--- src/rtl/adc_seq_pkg.sv ---
package adc_seq_pkg;

    typedef enum logic [1:0] {
        ST_OFF    = 2'd0,
        ST_SIDE_A = 2'd1,
        ST_SIDE_B = 2'd2
    } seq_state_e;

endpackage

--- src/rtl/adc_scan_pick.sv ---
module adc_scan_pick #(
    parameter int SEL_W = 4,
    localparam int NUM_IN = 1 << SEL_W
) (
    input  logic [NUM_IN-1:0] mask,
    input  logic [SEL_W-1:0]  cursor,
    output logic [SEL_W-1:0]  pick,
    output logic              any_set
);

    logic [NUM_IN-1:0] rot;
    logic [SEL_W-1:0]  offset;

    // rot[g] is the mask bit g positions above the cursor, modulo NUM_IN
    for (genvar g = 0; g < NUM_IN; g++) begin : g_rot
        logic [SEL_W-1:0] idx;
        assign idx    = cursor + SEL_W'(g);
        assign rot[g] = mask[idx];
    end

    always_comb begin
        offset = '0;
        for (int i = NUM_IN - 1; i >= 0; i--) begin
            if (rot[i]) begin
                offset = SEL_W'(i);
            end
        end
    end

    assign any_set = |mask;
    assign pick    = cursor + offset;

endmodule

--- src/rtl/adc_scan_cursor.sv ---
module adc_scan_cursor #(
    parameter int SEL_W = 4
) (
    input  logic             clk,
    input  logic             rst_n,
    input  logic             clear,
    input  logic             advance,
    input  logic [SEL_W-1:0] used,
    output logic [SEL_W-1:0] cursor
);

    always_ff @(posedge clk or negedge rst_n) begin
        if (!rst_n) begin
            cursor <= '0;
        end else if (clear) begin
            cursor <= '0;
        end else if (advance) begin
            cursor <= used + SEL_W'(1);
        end
    end

    // the cursor moves only when advanced or cleared
    p_cursor_hold_r9: assert property (@(posedge clk) disable iff (!rst_n)
        (!clear && !advance) |=> $stable(cursor));

    // a clear always returns the cursor to zero
    p_cursor_clear_r10: assert property (@(posedge clk) disable iff (!rst_n)
        clear |=> (cursor == '0));

endmodule

--- src/rtl/adc_ab_fsm.sv ---
module adc_ab_fsm
    import adc_seq_pkg::*;
(
    input  logic       clk,
    input  logic       rst_n,
    input  logic       enable,
    input  logic       seq_restart,
    input  logic       sample_done,
    input  logic       alt_mode,
    output seq_state_e state,
    output logic       side_b,
    output logic       side_a
);

    seq_state_e state_nx;

    always_ff @(posedge clk or negedge rst_n) begin
        if (!rst_n) begin
            state <= ST_OFF;
        end else begin
            state <= state_nx;
        end
    end

    always_comb begin
        state_nx = state;
        if (!enable) begin
            state_nx = ST_OFF;
        end else if (seq_restart) begin
            state_nx = ST_SIDE_A;
        end else begin
            unique case (state)
                ST_OFF:    state_nx = ST_SIDE_A;
                ST_SIDE_A: if (sample_done && alt_mode) state_nx = ST_SIDE_B;
                ST_SIDE_B: if (sample_done) state_nx = ST_SIDE_A;
                default:   state_nx = ST_OFF;
            endcase
        end
    end

    // Side B is only shown while alternating is still requested
    always_comb begin
        side_b = 1'b0;
        side_a = 1'b0;
        unique case (state)
            ST_OFF:    ;
            ST_SIDE_A: side_a = 1'b1;
            ST_SIDE_B: begin
                side_b = alt_mode;
                side_a = !alt_mode;
            end
            default:   ;
        endcase
    end

    // a sample taken on side B is always followed by side A
    p_b_then_a_r3: assert property (@(posedge clk) disable iff (!rst_n)
        (enable && !seq_restart && sample_done && state == ST_SIDE_B) |=> (state == ST_SIDE_A));

    // with alternation on, a side-A sample leads to side B
    p_a_then_b_r3: assert property (@(posedge clk) disable iff (!rst_n)
        (enable && !seq_restart && sample_done && alt_mode && state == ST_SIDE_A) |=> (state == ST_SIDE_B));

    // restart lands on side A
    p_restart_side_a_r10: assert property (@(posedge clk) disable iff (!rst_n)
        (enable && seq_restart) |=> (state == ST_SIDE_A));

endmodule

--- src/rtl/adc_ch0_mux_seq.sv ---
module adc_ch0_mux_seq
    import adc_seq_pkg::*;
#(
    parameter int SEL_W = 4,
    localparam int NUM_IN = 1 << SEL_W
) (
    input  logic              clk,
    input  logic              rst_n,
    input  logic              enable,
    input  logic              seq_restart,
    input  logic              sample_done,
    input  logic              alt_mode,
    input  logic              scan_en,
    input  logic [SEL_W-1:0]  sel_a,
    input  logic [SEL_W-1:0]  sel_b,
    input  logic [NUM_IN-1:0] scan_mask,
    output logic [SEL_W-1:0]  ch_sel,
    output logic              use_b
);

    seq_state_e       state;
    logic             side_a;
    logic             side_b;
    logic [SEL_W-1:0] cursor;
    logic [SEL_W-1:0] pick;
    logic             any_set;
    logic             scanning;
    logic             advance;
    logic             clear;

    adc_ab_fsm u_fsm (
        .clk         (clk),
        .rst_n       (rst_n),
        .enable      (enable),
        .seq_restart (seq_restart),
        .sample_done (sample_done),
        .alt_mode    (alt_mode),
        .state       (state),
        .side_b      (side_b),
        .side_a      (side_a)
    );

    adc_scan_pick #(.SEL_W(SEL_W)) u_pick (
        .mask    (scan_mask),
        .cursor  (cursor),
        .pick    (pick),
        .any_set (any_set)
    );

    assign scanning = side_a && scan_en && any_set;
    assign clear    = !enable || seq_restart;
    assign advance  = enable && !seq_restart && sample_done && scanning;

    adc_scan_cursor #(.SEL_W(SEL_W)) u_cursor (
        .clk     (clk),
        .rst_n   (rst_n),
        .clear   (clear),
        .advance (advance),
        .used    (pick),
        .cursor  (cursor)
    );

    always_comb begin
        ch_sel = sel_a;
        use_b  = 1'b0;
        if (side_b) begin
            ch_sel = sel_b;
            use_b  = 1'b1;
        end else if (scanning) begin
            ch_sel = pick;
        end
    end

    // once disabled, side A's preset is presented
    p_off_preset_a_r1: assert property (@(posedge clk) disable iff (!rst_n)
        !enable |=> (!use_b && ch_sel == sel_a));

    // a scan selection is always an enabled mask input
    p_scan_in_mask_r6: assert property (@(posedge clk) disable iff (!rst_n)
        (state != ST_OFF && !use_b && scan_en && |scan_mask) |-> scan_mask[ch_sel]);

    // an empty mask falls back to preset A
    p_empty_mask_r8: assert property (@(posedge clk) disable iff (!rst_n)
        (state != ST_OFF && !use_b && scan_en && scan_mask == '0) |-> (ch_sel == sel_a));

    // side B is never shown with alternation off
    p_no_b_without_alt_r12: assert property (@(posedge clk) disable iff (!rst_n)
        !alt_mode |-> !use_b);

endmodule

--- config.mk ---
export PLATFORM = sky130hd
export DESIGN_NAME = adc_ch0_mux_seq
export DESIGN_NICKNAME = d
export VERILOG_FILES = /design/src/rtl/adc_seq_pkg.sv /design/src/rtl/adc_scan_pick.sv /design/src/rtl/adc_scan_cursor.sv /design/src/rtl/adc_ab_fsm.sv /design/src/rtl/adc_ch0_mux_seq.sv
export SDC_FILE = /design/constraint.sdc
export NUM_CORES = 1
export LEC_CHECK = 0
export CORE_MARGIN = 2
export CORE_UTILIZATION = 30
export CTS_CLUSTER_DIAMETER = 60
export CTS_CLUSTER_SIZE = 24
export DETAILED_ROUTE_END_ITERATION = 16
export GPL_TIMING_DRIVEN = 1
export PLACE_DENSITY_LB_ADDON = 0.1
export SYNTH_ARGS = -nofsm -noshare
export SYNTH_HDL_FRONTEND = slang
export SYNTH_SLANG_ARGS = --single-unit
--- constraint.sdc ---
create_clock -name clk -period 13.95 [get_ports clk]
set_clock_uncertainty 0.2 [all_clocks]
set_input_delay 2.79 -clock clk [delete_from_list [all_inputs] [get_ports clk]]
set_output_delay 2.79 -clock clk [all_outputs]
set_load 0.1 [all_outputs]
; Word level (Yosys, flattened, before mapping)
; Index checks and enable logic that the tools add are counted.
[word_totals]
inputBits = 31
ff_bits = 6
out_inout_bits = 5
[classes]
mux = 60
n_eq_ne = 4
magnitude_cmp = 16
addsub = 17
n_reduce_logical = 14
[op_table]
columns = operator, count
row1 = $lt A4 B5 Y1 const B, 16
row2 = $mux W4, 20
row3 = $bmux W1 S4, 16
row4 = $add A4 B4 Y4 const B, 8
row5 = $mux W1, 18
row6 = $add A4 B3 Y4 const B, 4
row7 = $reduce_or A16 Y1, 1
row8 = $add A4 B1 Y4 const B, 2
row9 = $add A4 B2 Y4 const B, 2
row10 = $mux W2, 4
row11 = $logic_and A1 B1 Y1, 6
row12 = $pmux W2 S3, 1
row13 = $add A4 B4 Y4, 1
row14 = $ne A4 B3 Y1 const B, 1
row15 = $ne A4 B4 Y1 const B, 1
row16 = $logic_not A1 Y1, 3
row17 = $eq A2 B1 Y1 const B, 1
row18 = $eq A2 B2 Y1 const B, 1
row19 = $logic_not A2 Y1, 1
row20 = $pmux W1 S2, 1
row21 = $reduce_and A2 Y1, 1
row22 = $reduce_bool A2 Y1, 1
row23 = $logic_or A1 B1 Y1, 1

; Depth between registers and ports, before layout
; Gate-level depths: netlist of the first run.
[depth]
depth_word = 23
mapped_depth = 20
mapped_depth_nobuf = 17

; Hierarchy
; A second synthesis of the first run with hierarchy kept.
[unflattened]
cells_unflattened = 178
area_unflattened_um2 = 1861.8
[by_module_without_submodules]
columns = module, seq_area_each_um2, area_each_um2, cells_per_inst, n_inst
row1 = adc_scan_pick, 0.0, 1372.6, 121, 1
row2 = adc_scan_cursor, 100.1, 198.9, 18, 1
row3 = adc_ab_fsm, 50.0, 171.4, 18, 1
row4 = adc_ch0_mux_seq, 0.0, 118.9, 21, 1

; Least setup slack after synthesis of the first run
; No wires, ideal clock.
[synth_path]
kind = input to output
startpoint = input port scan_mask[3]
endpoint = output port ch_sel[2]
n_path_buf = 0
path_stages = 12
slack_ns = 4.176
required_time_ns = 10.960
t_arrival_ns = 6.784
cell_sequence = mux4_1 -> mux4_2 -> a21oi_1 -> o211a_1 -> o31ai_1 -> a31oi_1 -> ha_1 -> inv_1 -> fa_1 -> xnor2_1 -> mux2i_1 -> a21oi_1
[synth_between]
elab_chain_len = 21
[synth_rtl]
columns = item, line
row1 = from (decl), adc_ch0_mux_seq.sv:16  ; input logic [NUM_IN-1:0] scan_mask,
row2 = $bmux W1 S4, adc_scan_pick.sv:18  ; assign rot[g] = mask[idx];
row3 = $mux W1 (implied by the code), adc_scan_pick.sv:18
row4 = $mux W4 (16 in a row), adc_scan_pick.sv:24  ; if (rot[i]) begin
row5 = $add A4 B4 Y4, adc_scan_pick.sv:31  ; assign pick = cursor + offset;
row6 = $mux W4 (*), adc_ch0_mux_seq.sv:69  ; end else if (scanning) begin
row7 = $mux W4 (*), adc_ch0_mux_seq.sv:66  ; if (side_b) begin
row8 = to (decl), adc_ch0_mux_seq.sv:17  ; output logic [SEL_W-1:0] ch_sel,
; Mark *: on every way between the ends. The rest lies on a longest branch, timed or not. The select of a mux whose other input is x is not followed.

; Worst setup path in the final report of the first run
[layout_path]
startpoint = input port scan_mask[7]
endpoint = output port ch_sel[3]
; The elaborated chain is that of the path after synthesis.

==> results.py, run 1 <==
metrics = {
    "flow_run": {
        "max_cap_violations": 0,
    },
    "pwr": {
        "p_comb_frac": 0.557,
        "p_sw_mw": 0.0365,
        "p_clk_frac": 0.254,
        "pwr-share-seq": 0.190,
        "p_leak_nw": 0.892,
        "internal_power_mw": 0.0616,
        "ir_drop_v": 0.0000840,
        "powerDensity_mw_per_mm2": 40.5,
        "swShare": 0.372,
    },
    "synthesis": {
        "synthTopCellsByArea": "mux4_2 (25%), mux4_1 (13%), ha_1 (9.4%)",
        "yosys_register_bits": 6,
        "synthFlopType": "dfrtp_1",
        "yosys.area.top_type": "mux4_2",
        "yosysMostFrequentCell": "mux4_2",
        "ys_types": 49,
        "avgSynthCellArea_um2": 10.9,
        "yosysSeqAreaShare": 0.0749,
        "syn_nets": 231,
        "synth_async_sr_flop_share": 1.00,
        "yosys.area.top_type_share": 0.247,
        "synthCells": 184,
        "synth_area_mm2": 0.00200,
        "synth_edf_count": 0,
        "synth_common_cells": "mux4_2 (22), nor2_1 (16), ha_1 (15), a21oi_1 (14), inv_1 (14)",
        "yosys_warnings": 0,
    },
    "placement": {
        "portBuffers": 35,
        "place_area_mm2": 0.00238,
        "place_ws_ps": 3450,
        "dp_cells": 287,
        "dp_hpwl_um": 4010,
        "globalplace.congestion": 0.804,
    },
    "sta": {
        "setup_viol": 0,
        "fmax_mhz": 95.0,
        "timing.final.crit_share": 0.754,
        "final_max_slew_viol_count": 0,
        "hold_viol": 0,
        "tightest_slew_ps": 990,
        "worst_slack_ps": 3430,
        "slew_headroom": 0.338,
        "fin_crit_ps": 10520,
        "tns_ps": 0,
        "rsz0062_at_grt": "false",
    },
    "route": {
        "drt-initial-drc-count": 76,
        "drt.antenna.violating_nets": 0,
        "vias": 1654,
        "dr.pass1.iters": 4,
        "routed_via_density": 5.70,
        "wl_per_cell_um": 17.1,
        "routed_wl_um": 4950,
        "drc": 0,
    },
    "finish": {
        "multi_input_area_mm2": 0.00172,
        "fill_cells": 637,
        "antenna_cells": 0,
        "area_growth_pct": 20.8,
        "final_cells": 290,
        "fin_nets": 262,
        "fin_area_mm2": 0.00242,
        "ff_latch_area_um2": 150,
        "drive_above_1_share": 0.174,
    },
    "worst_setup_path": {
        "critPathCaptureType": "output port",
        "cp-start-kind": "input pin",
        "crit_slowest_cell": "clkdlybuf4s50_1",
        "worstPathCellList": "clkdlybuf4s50_1 > mux4_1 > mux2i_1 > mux2i_1 > a211o_1 > a211oi_1 > o21a_1 > o21a_1 > ha_1 > a21o_1 > a21oi_1 > xnor2_1 > xnor2_1 > o31ai_2 > clkdlybuf4s50_1",
        "path_max_fanout": 6,
        "cp_data_arrival_time_ps": 7530,
        "critPathKind": "in2out",
        "cp_data_required_time_ps": 10960,
        "max_stage_delay_ps": 1180,
    },
    "clocking": {
        "clk_pin_slew_ps": 30,
        "clock_latency_ps": 220,
        "clock_path_buffers": 2,
        "cts_hold_buf": 0,
        "cts.sinks": 6,
        "cts_resized": 0,
        "clock-root-buffer": "clkbuf_8",
        "cts_buffers": 3,
        "htree_num_levels": 1,
        "post_cts_buffers": 0,
        "tritoncts": "built",
    },
    "floorplanning": {
        "dieArea_mm2": 0.00735,
        "core_area_mm2": 0.00642,
        "io_pins": 36,
        "die_w_um": 85.7,
        "die_y_um": 85.7,
        "row_count": 29,
        "initial_core_util": 0.312,
    },
    "global_route": {
        "overflow": 0,
        "antenna_found_initial": 0,
        "grt_pass1_vias": 1574,
        "track_usage": 0.135,
        "grt_first_pass_wirelength_um": 8020,
        "grt_max_degree": 25,
    },
    "run_status": {
        "status": "completed",
    },
    "worst_hold_path": {
        "hold_class": "reg2reg",
    },
}
-- layout by cell type (no fill, tap or decap), types with 3 or more instances in the layout --
| cell | count |
|---|---|
| nor2_1 | 16 |
| nand2_1 | 4 |
| a21oi_1 | 14 |
| mux2i_1 | 12 |
| nor4_1 | 6 |
| mux4_1 | 10 |
| inv_1 | 14 |
| clkbuf_8 | 3 |
| nand2b_1 | 3 |
| xor2_1 | 4 |
| mux4_2 | 22 |
| clkdlybuf4s50_1 | 35 |
| ha_1 | 15 |
| o21a_1 | 3 |
| xnor2_1 | 9 |
| dfrtp_1 | 6 |
-- final cells by class --
class,count,area share
flip-flops and latches,6,0.0620
inverters,14,0.0217
multi-input cells,154,0.712
well taps,77,0.0398
repair buffers,36,0.148
clock buffers,3,0.0170
-- state kept, by name, indices dropped and copies added, names as in the netlist --
register and flops:
u_fsm.state 2, u_cursor.cursor 4
-- layer usage --
metal | vias to the layer above | track usage | wire (um)
met2 | 30 | 0.214 | 2320
met5 | - | 0 | 0
li1 | 793 | - | -
met1 | 829 | 0.206 | 2420
met3 | 2 | 0.0115 | 181
met4 | 0 | 0.0159 | 32
-- power groups by stage --
stage          combinational (mW)  sequential [mW]  clock [mW]
6_report                   0.0546           0.0186      0.0249
5_1_grt                    0.0588           0.0187      0.0274
4_1_cts                    0.0548           0.0186      0.0256
3_5_place_dp               0.0546           0.0188           0
3_3_place_gp               0.0550           0.0189           0
2_1_floorplan              0.0354           0.0186           0
-- kinds of logic after synthesis --
kind of cell	Yosys count	share of synthesized area
mux	46	0.449
xor+xnor	13	0.0568
flops	6	0.0749
simple gates	47	0.137
buf+inv	24	0.0649
compound gates	32	0.114
fa+ha+maj	16	0.104
-- metrics by stage --
stage,utilization,power (mW),hold WS [ps]
after floorplan,-,0.0540,435
after global placement,0.371,0.0739,484
after detailed placement,0.371,0.0734,505
after CTS,0.377,0.0990,513
after global routing,0.377,0.105,588
final,0.377,0.0981,504
-- worst max-delay path, delay by kind of cell --
family	cells	cell delay, ps
AO/OA/AOI/OAI	7	1400
multiplexers	3	1030
buffers and inverters	2	1690
XOR/XNOR	2	400
adder cells (fa/ha/maj)	1	230
-- final timing paths --
check | start | cells past startpoint | to | slack, ps
setup / recovery | scan_mask[7] | 15 | ch_sel[3] | 3430
min in group asynchronous | rst_n | 1 | u_fsm.state[0]$_DFFE_PN0P_ | 2610
hold / removal | u_fsm.state[1]$_DFFE_PN0P_ | 4 | u_fsm.state[1]$_DFFE_PN0P_ | 500
max in group asynchronous | rst_n | 1 | u_fsm.state[1]$_DFFE_PN0P_ | 10740
hold reg to reg | u_fsm.state[1]$_DFFE_PN0P_ | 4 | u_fsm.state[1]$_DFFE_PN0P_ | 500
setup reg to reg | u_cursor.cursor[1]$_DFFE_PN0P_ | 16 | u_cursor.cursor[3]$_DFFE_PN0P_ | 8050
No activity file was read; power rests on OpenSTA's default activity.
==> run 2, diff against run 1 <==
- clock period: 13.95 -> 11 ns (I/O delays scaled with it)
==> results.py, run 2 (synthesis gave the netlist of run 1 again) <==
metrics = {
    "floorplanning": {
        "die_y_um": 85.7,
        "dieArea_mm2": 0.00735,
        "row_count": 29,
        "core_area_mm2": 0.00642,
        "initial_core_util": 0.312,
        "io_pins": 36,
        "die_w_um": 85.7,
    },
    "finish": {
        "final_common_cell": "clkdlybuf4s50_1",
        "drive_above_1_share": 0.174,
        "fin_nets": 262,
        "fin_util": 0.377,
        "largest_reg_flops": 4,
        "regMostFlops": "u_cursor.cursor",
        "final_cells": 290,
        "antenna_cells": 0,
        "area_growth_pct": 20.8,
        "reg_top3": "u_cursor.cursor x4, u_fsm.state x2",
        "final_cell_mix": "clkdlybuf4s50_1 (35), mux4_2 (22), nor2_1 (16), ha_1 (15)",
        "fin_area_mm2": 0.00242,
    },
    "placement": {
        "dp_hpwl_um": 4000,
        "dp_cells": 287,
        "globalplace.congestion": 0.803,
        "place_area_mm2": 0.00238,
        "portBuffers": 35,
    },
    "clocking": {
        "cts.sinks": 6,
        "cts_buffers": 3,
        "tritoncts": "built",
        "htree_num_levels": 1,
        "clock_path_buffers": 2,
        "post_cts_buffers": 0,
        "cts_resized": 0,
        "cts_hold_buf": 0,
        "clock_latency_ps": 220,
        "clk_pin_slew_ps": 30,
        "clock-root-buffer": "clkbuf_8",
    },
    "route": {
        "dr.pass1.iters": 4,
        "drc": 0,
        "routed_via_density": 5.69,
        "drt.antenna.violating_nets": 0,
        "routed_wl_um": 4980,
        "vias": 1651,
        "drt-initial-drc-count": 63,
        "wl_per_cell_um": 17.2,
    },
    "pwr": {
        "ir_drop_v": 0.0000684,
        "powerDensity_mw_per_mm2": 51.6,
        "p_leak_nw": 0.892,
    },
    "worst_setup_path": {
        "path_max_fanout": 6,
        "cp_data_required_time_ps": 8600,
        "critPathKind": "in2out",
        "critPathCaptureType": "output port",
        "cp_data_arrival_time_ps": 6930,
        "reg2reg_slack_ps": 5150,
        "r2r-end": "u_cursor.cursor[3]$_DFFE_PN0P_",
        "reg2reg_from": "u_cursor.cursor[1]$_DFFE_PN0P_",
        "r2r_cells": 16,
        "cp-start-kind": "input pin",
    },
    "global_route": {
        "track_usage": 0.139,
        "grt_max_degree": 25,
        "antenna_found_initial": 0,
        "grt_first_pass_wirelength_um": 8270,
        "grt_pass1_vias": 1562,
        "overflow": 0,
    },
    "sta": {
        "rsz0062_at_grt": "false",
        "fin_crit_ps": 9330,
        "fmax_mhz": 107,
        "final_max_slew_viol_count": 0,
        "slew_headroom": 0.345,
        "timing.final.crit_share": 0.848,
        "tns_ps": 0,
        "setup_viol": 0,
        "tightest_slew_ps": 979,
        "hold_viol": 0,
    },
    "worst_hold_path": {
        "hold_class": "reg2reg",
        "hold_end": "u_fsm.state[1]$_DFFE_PN0P_",
        "holdPathStages": 4,
        "hold_start": "u_fsm.state[1]$_DFFE_PN0P_",
    },
    "flow_run": {
        "max_cap_violations": 0,
    },
    "run_status": {
        "status": "completed",
    },
}
[run 2: layout make-up]
| cell class | instances | area [um^2] |
|---|---|---|
| Tap cell | 77 | 96.3 |
| Timing Repair Buffer | 36 | 358 |
| Inverter | 14 | 52.6 |
| Multi-Input combinational cell | 154 | 1720 |
| Sequential cell | 6 | 150 |
| Clock buffer | 3 | 41.3 |
| Fill cell | 630 | 4000 |
[run 2: routing by layer]
metal | global-route usage | part of all wire | up-vias
li1 | - | - | 798
met1 | 0.215 | 0.50 | 825
met2 | 0.218 | 0.47 | 26
met3 | 0.0115 | 0.023 | 2
met4 | 0.0173 | 0.0026 | 0
met5 | 0 | 0 | -
[run 2: how the worst max path moves through the flow]
| stage | to | start | depth (start not counted) |
|---|---|---|---|
| 6_report | ch_sel[3] | scan_mask[7] | 15 |
| 2_1_floorplan | ch_sel[2] | scan_mask[3] | 12 |
| 3_5_place_dp | ch_sel[3] | scan_mask[11] | 14 |
| 4_1_cts | ch_sel[3] | scan_mask[11] | 14 |
| 5_1_grt | ch_sel[3] | scan_mask[5] | 15 |
| 3_3_place_gp | ch_sel[3] | scan_mask[11] | 15 |
[run 2: per-stage QoR]
step,hold slack [ps],power (mW),setup WS (ps)
floorplan,435,0.0684,2410
global placement,484,0.0937,1650
detailed placement,506,0.0931,1670
CTS,513,0.127,1660
global route,570,0.134,1440
finish,497,0.125,1670
[run 2: worst max-delay path: stages]
cell,delay (ps)
clkdlybuf4s50_1,520
mux4_1,620
mux2i_1,220
mux2i_1,190
a211o_1,300
a211oi_1,240
o21a_1,170
o21a_1,140
ha_1,220
a21o_1,180
a21oi_1,160
xnor2_1,240
xnor2_1,140
o31ai_2,170
clkdlybuf4s50_1,1170
[run 2: where the power goes]
part / total, mW / internal [mW] / switching, mW
Clock: 0.0324 / 0.0235 / 0.00896
Combinational: 0.0691 / 0.0318 / 0.0373
Sequential: 0.0236 / 0.0228 / 0.000772
==> run 3, diff against run 2 <==
- clock period: 11 -> 8.7 ns (I/O delays scaled with it)
==> results.py, run 3 (synthesis gave the netlist of run 1 again) <==
metrics = {
    "finish": {
        "area_growth_pct": 20.7,
        "antenna_cells": 0,
        "regMostFlops": "u_cursor.cursor",
        "reg_top3": "u_cursor.cursor x4, u_fsm.state x2",
        "final_cell_mix": "clkdlybuf4s50_1 (31), mux4_2 (22), nor2_1 (16), ha_1 (15)",
        "fin_util": 0.377,
        "final_common_cell": "clkdlybuf4s50_1",
        "fill_cells": 655,
        "drive_above_1_share": 0.196,
        "largest_reg_flops": 4,
        "fin_nets": 263,
    },
    "worst_setup_path": {
        "path_max_fanout": 6,
        "reg2reg_slack_ps": 3300,
        "cp_data_required_time_ps": 6760,
        "critPathCaptureType": "output port",
        "r2r_cells": 17,
        "cp-start-kind": "input pin",
        "critPathKind": "in2out",
        "r2r-end": "u_cursor.cursor[3]$_DFFE_PN0P_",
        "cp_data_arrival_time_ps": 5590,
        "reg2reg_from": "u_cursor.cursor[1]$_DFFE_PN0P_",
    },
    "sta": {
        "slew_headroom": 0.355,
        "rsz0062_at_grt": "false",
        "final_max_slew_viol_count": 0,
        "hold_viol": 0,
        "fin_crit_ps": 7530,
        "setup_viol": 0,
        "timing.final.crit_share": 0.865,
        "tightest_slew_ps": 965,
        "tns_ps": 0,
        "worst_slack_ps": 1170,
        "fmax_mhz": 133,
    },
    "pwr": {
        "ir_drop_v": 0.0000819,
        "p_leak_nw": 0.901,
        "pwr-share-seq": 0.187,
        "p_clk_frac": 0.262,
        "p_comb_frac": 0.551,
        "powerDensity_mw_per_mm2": 65.4,
        "p_sw_mw": 0.0600,
        "internal_power_mw": 0.0983,
        "swShare": 0.379,
    },
    "global_route": {
        "grt_first_pass_wirelength_um": 8480,
        "overflow": 0,
        "antenna_found_initial": 0,
        "grt_max_degree": 25,
        "grt_pass1_vias": 1665,
        "track_usage": 0.140,
    },
    "worst_hold_path": {
        "hold_class": "reg2reg",
        "hold_end": "u_fsm.state[1]$_DFFE_PN0P_",
        "hold_start": "u_fsm.state[1]$_DFFE_PN0P_",
        "holdPathStages": 4,
    },
    "placement": {
        "portBuffers": 35,
        "globalplace.congestion": 0.803,
        "dp_hpwl_um": 4010,
        "place_ws_ps": 1170,
    },
    "clocking": {
        "cts_buffers": 3,
        "cts_hold_buf": 0,
        "tritoncts": "built",
        "clk_pin_slew_ps": 40,
        "cts_resized": 0,
        "cts.sinks": 6,
        "htree_num_levels": 1,
        "clock_latency_ps": 220,
        "clock_path_buffers": 2,
        "post_cts_buffers": 0,
        "clock-root-buffer": "clkbuf_8",
    },
    "route": {
        "wl_per_cell_um": 17.0,
        "routed_via_density": 5.57,
        "routed_wl_um": 4930,
        "drt-initial-drc-count": 60,
        "dr.pass1.iters": 4,
        "vias": 1622,
        "drt.antenna.violating_nets": 0,
        "drc": 0,
    },
    "floorplanning": {
        "dieArea_mm2": 0.00735,
        "io_pins": 36,
        "initial_core_util": 0.312,
        "die_y_um": 85.7,
        "row_count": 29,
        "core_area_mm2": 0.00642,
        "die_w_um": 85.7,
    },
    "flow_run": {
        "max_cap_violations": 0,
    },
    "run_status": {
        "status": "completed",
    },
}
## run 3: through the flow
step / instance area [um^2] / cells / power (mW) / hold WS [ps]
2_1_floorplan: 2000 / 184 / 0.0865 / 435
3_3_place_gp: 2380 / 288 / 0.118 / 485
3_5_place_dp: 2380 / 288 / 0.118 / 484
4_1_cts: 2420 / 291 / 0.160 / 507
5_1_grt: 2420 / 291 / 0.169 / 543
6_report: 2420 / 291 / 0.158 / 496
## run 3: area by class of cell
cell class | instances | area [um^2] | share of cell area
Tap cell | 77 | 96.3 | 0.0398
Clock buffer | 3 | 41.3 | 0.0171
Inverter | 14 | 52.6 | 0.0217
Sequential cell | 6 | 150 | 0.0620
Multi-Input combinational cell | 154 | 1720 | 0.713
Timing Repair Buffer | 37 | 355 | 0.147
## run 3: worst max-delay path, cell delays in order
cell,delay [ps]
clkdlybuf4s50_1,500
mux4_1,620
mux2i_1,210
mux2i_1,180
a211o_1,310
a211oi_1,250
o21a_1,160
o21a_1,130
ha_1,220
a21o_1,190
a21oi_1,170
xnor2_1,250
xnor2_1,140
o31ai_2,190
buf_4,330
## run 3: metal layers
layer	vias up	part of all wire	global-route usage
met1	802	0.52	0.221
li1	799	-	-
met5	-	0	0
met4	0	0	0.0173
met3	0	0.018	0.00289
met2	21	0.47	0.221
## run 3: worst max path at each step
stage	end	slack, ps	cells past startpoint	start
finish	ch_sel[3]	1170	15	scan_mask[11]
global route	ch_sel[3]	900	12	scan_mask[11]
CTS	ch_sel[3]	1160	15	scan_mask[5]
detailed placement	ch_sel[3]	1170	15	scan_mask[5]
global placement	ch_sel[3]	1130	15	scan_mask[7]
floorplan	ch_sel[2]	1030	12	scan_mask[3]
## run 3: power groups by stage
stage / sequential [mW] / combinational (mW) / clock [mW]
6_report: 0.0295 / 0.0872 / 0.0415
5_1_grt: 0.0296 / 0.0946 / 0.0447
4_1_cts: 0.0295 / 0.0879 / 0.0427
3_5_place_dp: 0.0299 / 0.0876 / 0
3_3_place_gp: 0.0299 / 0.0879 / 0
2_1_floorplan: 0.0298 / 0.0567 / 0
